File: src/rtl/sbb_pkg.sv
package sbb_pkg;

  // Which source feeds the data bus in the current cycle.
  typedef enum logic [2:0] {
    SRC_NONE   = 3'd0,
    SRC_VEC_LO = 3'd1,
    SRC_VEC_HI = 3'd2,
    SRC_JMP_OP = 3'd3,
    SRC_JMP_LO = 3'd4,
    SRC_JMP_HI = 3'd5,
    SRC_PORT   = 3'd6
  } src_e;

  // The stub is opcode plus two address bytes.
  localparam int unsigned STUB_LEN   = 3;
  // The reset vector is two bytes.
  localparam int unsigned VEC_LEN    = 2;
  // Two consecutive controller-port addresses.
  localparam int unsigned PORT_COUNT = 2;

endpackage

File: src/rtl/sbb_addr_decode.sv
module sbb_addr_decode
  import sbb_pkg::*;
#(
  parameter int unsigned ADDR_W    = 16,
  parameter logic [15:0] VEC_ADDR  = 16'hFFFC,
  parameter logic [15:0] PORT_ADDR = 16'h4016
) (
  input  logic [ADDR_W-1:0] addr,
  input  logic              bus_read,
  output src_e              src,
  output logic              port_read
);

  // The stub starts right after the last port address.
  localparam int unsigned STUB_BASE = int'(PORT_ADDR) + PORT_COUNT;

  logic [VEC_LEN-1:0]    vec_hit;
  logic [PORT_COUNT-1:0] port_hit;
  logic [STUB_LEN-1:0]   stub_hit;

  for (genvar v = 0; v < VEC_LEN; v++) begin : g_vec
    localparam logic [ADDR_W-1:0] VA = ADDR_W'(int'(VEC_ADDR) + v);
    assign vec_hit[v] = (addr == VA);
  end

  for (genvar p = 0; p < PORT_COUNT; p++) begin : g_port
    localparam logic [ADDR_W-1:0] PA = ADDR_W'(int'(PORT_ADDR) + p);
    assign port_hit[p] = (addr == PA);
  end

  for (genvar s = 0; s < STUB_LEN; s++) begin : g_stub
    localparam logic [ADDR_W-1:0] SA = ADDR_W'(STUB_BASE + s);
    assign stub_hit[s] = (addr == SA);
  end

  always_comb begin
    src = SRC_NONE;
    if (bus_read) begin
      if (vec_hit[0])       src = SRC_VEC_LO;
      else if (vec_hit[1])  src = SRC_VEC_HI;
      else if (|port_hit)   src = SRC_PORT;
      else if (stub_hit[0]) src = SRC_JMP_OP;
      else if (stub_hit[1]) src = SRC_JMP_LO;
      else if (stub_hit[2]) src = SRC_JMP_HI;
    end
  end

  assign port_read = bus_read & (|port_hit);

endmodule

File: src/rtl/sbb_serial_rx.sv
module sbb_serial_rx #(
  parameter int unsigned DATA_W = 8,
  localparam int unsigned CNT_W = $clog2(DATA_W + 1)
) (
  input  logic              clk,
  input  logic              rst_n,
  input  logic              enable,
  input  logic              irq_n,
  input  logic              d1_n,
  output logic [DATA_W-1:0] rx_byte,
  output logic [CNT_W-1:0]  rx_count,
  output logic              rx_done,
  output logic              fall_evt,
  output logic              shift_evt
);

  localparam logic [CNT_W-1:0] FULL = CNT_W'(DATA_W);

  logic irq_q;

  // Line bit is inverted relative to the data bus.
  function automatic logic [DATA_W-1:0] shift_in(input logic [DATA_W-1:0] cur,
                                                 input logic line_n);
    return {cur[DATA_W-2:0], ~line_n};
  endfunction

  assign fall_evt  = irq_q & ~irq_n;
  assign rx_done   = (rx_count == FULL);
  assign shift_evt = enable & fall_evt & ~rx_done;

  always_ff @(posedge clk) begin
    if (!rst_n) begin
      irq_q    <= 1'b1;
      rx_count <= '0;
      rx_byte  <= '0;
    end else begin
      irq_q <= irq_n;
      if (!enable) begin
        rx_count <= '0;
        rx_byte  <= '0;
      end else if (shift_evt) begin
        rx_count <= rx_count + 1'b1;
        rx_byte  <= shift_in(rx_byte, d1_n);
      end
    end
  end

endmodule

File: src/rtl/sbb_bus_drive.sv
module sbb_bus_drive
  import sbb_pkg::*;
#(
  parameter int unsigned DATA_W    = 8,
  parameter logic [7:0]  JMP_OPCODE = 8'h4C
) (
  input  src_e              src,
  input  logic [DATA_W-1:0] target_lo,
  input  logic [DATA_W-1:0] target_hi,
  input  logic [DATA_W-1:0] rx_byte,
  input  logic              rx_done,
  input  logic [DATA_W-1:0] drive_mask,
  output logic [DATA_W-1:0] data_out,
  output logic [DATA_W-1:0] data_oe
);

  logic [DATA_W-1:0] sel_byte;
  logic              drive;

  function automatic logic [DATA_W-1:0] pick(input src_e s,
                                             input logic [DATA_W-1:0] lo,
                                             input logic [DATA_W-1:0] hi,
                                             input logic [DATA_W-1:0] rx);
    case (s)
      SRC_VEC_LO, SRC_JMP_LO: return lo;
      SRC_VEC_HI, SRC_JMP_HI: return hi;
      SRC_JMP_OP:             return DATA_W'(JMP_OPCODE);
      SRC_PORT:               return rx;
      default:                return '0;
    endcase
  endfunction

  always_comb begin
    sel_byte = pick(src, target_lo, target_hi, rx_byte);
    case (src)
      SRC_NONE: drive = 1'b0;
      SRC_PORT: drive = rx_done;
      default:  drive = 1'b1;
    endcase
  end

  for (genvar b = 0; b < DATA_W; b++) begin : g_bit
    assign data_oe[b]  = drive & drive_mask[b];
    assign data_out[b] = drive & sel_byte[b];
  end

endmodule

File: src/rtl/stream_boot_bridge.sv
module stream_boot_bridge
  import sbb_pkg::*;
#(
  parameter int unsigned ADDR_W     = 16,
  parameter int unsigned DATA_W     = 8,
  parameter logic [15:0] VEC_ADDR   = 16'hFFFC,
  parameter logic [15:0] PORT_ADDR  = 16'h4016,
  parameter logic [7:0]  JMP_OPCODE = 8'h4C
) (
  input  logic              clk,
  input  logic              rst_n,
  input  logic [ADDR_W-1:0] cpu_addr,
  input  logic              cpu_rw,
  input  logic              m2,
  input  logic              irq_n,
  input  logic              port_d1_n,
  input  logic [DATA_W-1:0] drive_mask,
  output logic [DATA_W-1:0] data_out,
  output logic [DATA_W-1:0] data_oe
);

  localparam int unsigned CNT_W = $clog2(DATA_W + 1);
  // Both the vector and the stub point back at the first port address.
  localparam logic [2*DATA_W-1:0] TARGET = (2*DATA_W)'(PORT_ADDR);

  logic              bus_read;
  logic              port_read;
  src_e              src;
  logic [DATA_W-1:0] rx_byte;
  logic [CNT_W-1:0]  rx_count;
  logic              rx_done;
  logic              fall_evt;
  logic              shift_evt;

  assign bus_read = rst_n & m2 & cpu_rw;

  sbb_addr_decode #(
    .ADDR_W   (ADDR_W),
    .VEC_ADDR (VEC_ADDR),
    .PORT_ADDR(PORT_ADDR)
  ) u_decode (
    .addr     (cpu_addr),
    .bus_read (bus_read),
    .src      (src),
    .port_read(port_read)
  );

  sbb_serial_rx #(
    .DATA_W(DATA_W)
  ) u_rx (
    .clk      (clk),
    .rst_n    (rst_n),
    .enable   (port_read),
    .irq_n    (irq_n),
    .d1_n     (port_d1_n),
    .rx_byte  (rx_byte),
    .rx_count (rx_count),
    .rx_done  (rx_done),
    .fall_evt (fall_evt),
    .shift_evt(shift_evt)
  );

  sbb_bus_drive #(
    .DATA_W    (DATA_W),
    .JMP_OPCODE(JMP_OPCODE)
  ) u_drive (
    .src       (src),
    .target_lo (TARGET[DATA_W-1:0]),
    .target_hi (TARGET[2*DATA_W-1:DATA_W]),
    .rx_byte   (rx_byte),
    .rx_done   (rx_done),
    .drive_mask(drive_mask),
    .data_out  (data_out),
    .data_oe   (data_oe)
  );

endmodule

File: config.mk
export PLATFORM = sky130hd
export DESIGN_NAME = stream_boot_bridge
export DESIGN_NICKNAME = d
export VERILOG_FILES = /design/src/rtl/sbb_pkg.sv /design/src/rtl/sbb_addr_decode.sv /design/src/rtl/sbb_serial_rx.sv /design/src/rtl/sbb_bus_drive.sv /design/src/rtl/stream_boot_bridge.sv
export SDC_FILE = /design/constraint.sdc
export NUM_CORES = 1
export LEC_CHECK = 0
export ABC_AREA = 1
export BUFFER_PORTS_ARGS = -buffer_cell sky130_fd_sc_hd__buf_2
export CAP_MARGIN = 25
export CORE_MARGIN = 1.5
export CORE_UTILIZATION = 51
export DETAILED_ROUTE_END_ITERATION = 10
export PLACE_DENSITY = 0.83
export SETUP_SLACK_MARGIN = 0.4
export SKIP_LAST_GASP = 1
export SLEW_MARGIN = 10
export SYNTH_ARGS = -nofsm -noshare
export SYNTH_HDL_FRONTEND = slang
export SYNTH_SLANG_ARGS = --single-unit
File: constraint.sdc
create_clock -name clk -period 2.6 [get_ports clk]
set_input_delay 0.26 -clock clk [delete_from_list [all_inputs] [get_ports clk]]
set_output_delay 0.26 -clock clk [all_outputs]
set_load 0.005 [all_outputs]
==> impl_metrics.tcl <==
set metrics [dict create \
    outcome "finished clean" \
    critPathLaunchType "input pin" \
    r2r_start "u_rx.rx_count[0]" \
    postCtsHoldBufs 0 \
    io_pins 46 \
    syn-num-nets 199 \
    comb_power_share_pct 15.7 \
    critical_path_arrival_ns 1.75 \
    async_flop_share_pct 0 \
    core.rowCount 16 \
    wirelength_mm 2.47 \
    drt_first_pass_iters 4 \
    yosysSeqAreaShare_pct 23.5 \
    vias 1176 \
    max_cap_viol_count 0 \
    area_growth_pct 24.1 \
    post-synth-top-count-cell "nand2_1" \
    max_freq_mhz 498 \
    p_int_mw 0.285 \
    final_hold_viol_count 0 \
    grt_pass1_wl_mm 4.25 \
    dieArea_mm2 0.00246 \
    hold_path.startpoint "rst_n" \
    gp_congestion 0.831 \
    syn_area_mm2 0.00111 \
    synth_commonest_cells "nand2_1 (45), inv_1 (23), nor2_1 (20), a21oi_1 (14), dfxtp_1 (13)" \
    synth_cell_type_count 26 \
    power_density_mw_per_mm2 279 \
    gr-usage-met3_pct 1.82 \
    post_dp_cell_area_mm2 0.00134 \
    synthFlopType "dfxtp_1" \
    clock-root-buffer "clkbuf_4" \
    final_layout_size_suffix_gt1_share_pct 35.7 \
    maxSlewViolCount 0 \
    grt.total_usage_pct 21.6 \
    synth_area_leaders "dfxtp_1 (24%), nand2_1 (15%), nor2_4 (12%)" \
    place_inst 236 \
    initial_core_util_pct 55.3 \
    clock_latency_ns 0.27 \
    worst_pin_slew_ns 0.480 \
    h-tree-depth 1 \
    cts_sinks 13 \
    die_w_um 49.6 \
    remaining_drc_errors 0 \
    syn_area_per_cell_um2 6.63 \
    path_class "in2out" \
    rr_endpoint "u_rx.rx_count[2]" \
    end_kind "output pin" \
    utilization_pct 68.6 \
    grt_max_degree 16 \
    max-slew-margin-rel_pct 67.9 \
    core_area_mm2 0.00200 \
    hold_path_class "in2reg" \
    tns_ns 0 \
    worstPathRequired_ns 2.34 \
    gr-usage-met2_pct 43.3 \
    via_per_inst 4.90 \
    drt_iter0_drc 27 \
    diodes 0 \
    rsz0062_at_grt "no" \
    p_leak_nw 0.716 \
    holdPathEnd "u_rx.irq_q" \
    fin_nets 246 \
    worst_ir_drop_vdd_mv 0.310 \
    clk_pin_slew_ns 0.07 \
    synth_warnings 0 \
    min_period_ns 2.01 \
    hold_depth 2 \
    setup_viol 0 \
    dpl.hpwl_mm 2.04 \
    power_switching_mw 0.0984 \
    dpl_worst_slack_ns 0.604 \
    synth.largest_area_cell "dfxtp_1" \
    ff2ff_path_depth 10 \
    cts_buffer_depth 2 \
    synth-edff-count 0 \
    synth.top_cell.area_share_pct 23.5 \
    antenna_found_initial 0 \
    cts_tree "yes" \
    first_global_vias 1100 \
    grt_remaining_overflow 0 \
    avgRoutedWirePerCell_um 10.3 \
    synth-seq-cells 13 \
    period_share_pct 77.3 \
    fin_cells 240 \
    skew_ns 0.000551 \
    design_area_mm2 0.00137 \
    cts_made_buffers 3 \
    synthCells 167 \
    regToRegSetupSlack_ns 0.83 \
    ant_nets 0 \
    swShare_pct 25.7 \
    grt_util_met1_pct 21.8 \
    grt-busiest-layer "met2" \
    setup_ws_ns 0.590 \
    path_max_fanout 15 \
    die_h_um 49.6 \
    place.port_buffers 45 \
    p_clk_share_pct 32.1 \
    seqPwrFrac_pct 52.2 \
]
==> timing repair <==
item | CTS | global route
resized for setup | 0 | 2
setup buffers | 0 | 0
setup endpoints to repair | 0 | 1
==> stage by stage <==
step | hold slack [ns] | power, mW
floorplan | 0.329 | 0.234
global route | 0.173 | 0.400
CTS | 0.164 | 0.385
finish | 0.165 | 0.383
detailed placement | 0.458 | 0.263
global placement | 0.453 | 0.261
==> layout by cell type, fill, tap and decap left out <==
master and instances:
or2_2 1, nand3_4 1, nand3b_1 1, nor3b_1 1, dfxtp_1 13, nand4_1 5, buf_2 45, inv_2 1
nor3_1 1, inv_1 23, nand2_1 45, nor2_1 20, nand3_1 7, clkinvlp_4 1, clkinv_4 1, a21oi_1 14
or2_4 1, xor2_1 2, clkbuf_4 3, o21bai_1 1, nand2_4 4, clkbuf_1 1, ha_1 2, nand2_2 2
and3_1 1, nor2_4 12, nand3_2 4
==> worst max-delay path: stages <==
cell and delay, ns:
buf_2 0.10, or2_4 0.25, nor2_4 0.13, nand3_2 0.12, nand3_2 0.19, nand2_4 0.07, nand3_2 0.09, nand2_4 0.20
a21oi_1 0.20, buf_2 0.14
==> power by group through the flow <==
stage	logic, mW	registers (mW)	clock network [mW]
after floorplan	0.0297	0.205	0
after global placement	0.0562	0.205	0
after detailed placement	0.0588	0.205	0
after CTS	0.0592	0.200	0.126
after global routing	0.0674	0.200	0.133
final	0.0604	0.200	0.123
==> metal layers <==
| metal | vias up | routed length (um) |
|---|---|---|
| met5 | - | 0 |
| met4 | 0 | 50 |
| met3 | 7 | 112 |
| met2 | 32 | 1300 |
| met1 | 521 | 1010 |
| li1 | 616 | - |
==> cell families after synthesis <==
kind of cell    after synthesis  share of synthesized area (%)
xor+xnor                      2                           1.58
simple gates                106                           53.9
buf+inv                      29                           11.8
compound gates               15                           7.01
fa+ha+maj                     2                           2.26
flops                        13                           23.5
==> flip-flops by register name, indices dropped and copies added (netlist names) <==
name,flops
u_rx.rx_byte,8
u_rx.rx_count,4
u_rx.irq_q,1
==> layout make-up <==
type / instances / area (um2)
clock buffer: 4 / 26.3
fill: 196 / 628
inverter: 26 / 106
multi-input combinational: 125 / 722
sequential: 13 / 260
tap: 27 / 33.8
timing repair buffer: 45 / 225
==> how the worst max path moves through the flow <==
stage	start	end	slack (ns)
after CTS	u_rx.rx_count[0]	u_rx.rx_count[2]	0.60
after global routing	cpu_addr[12]	data_out[3]	0.44
after global placement	cpu_addr[13]	data_out[3]	0.70
final	cpu_addr[13]	data_out[3]	0.59
after detailed placement	cpu_addr[13]	data_out[1]	0.60
after floorplan	cpu_addr[13]	data_oe[0]	1.01
Power figures use the tool's default switching activity.
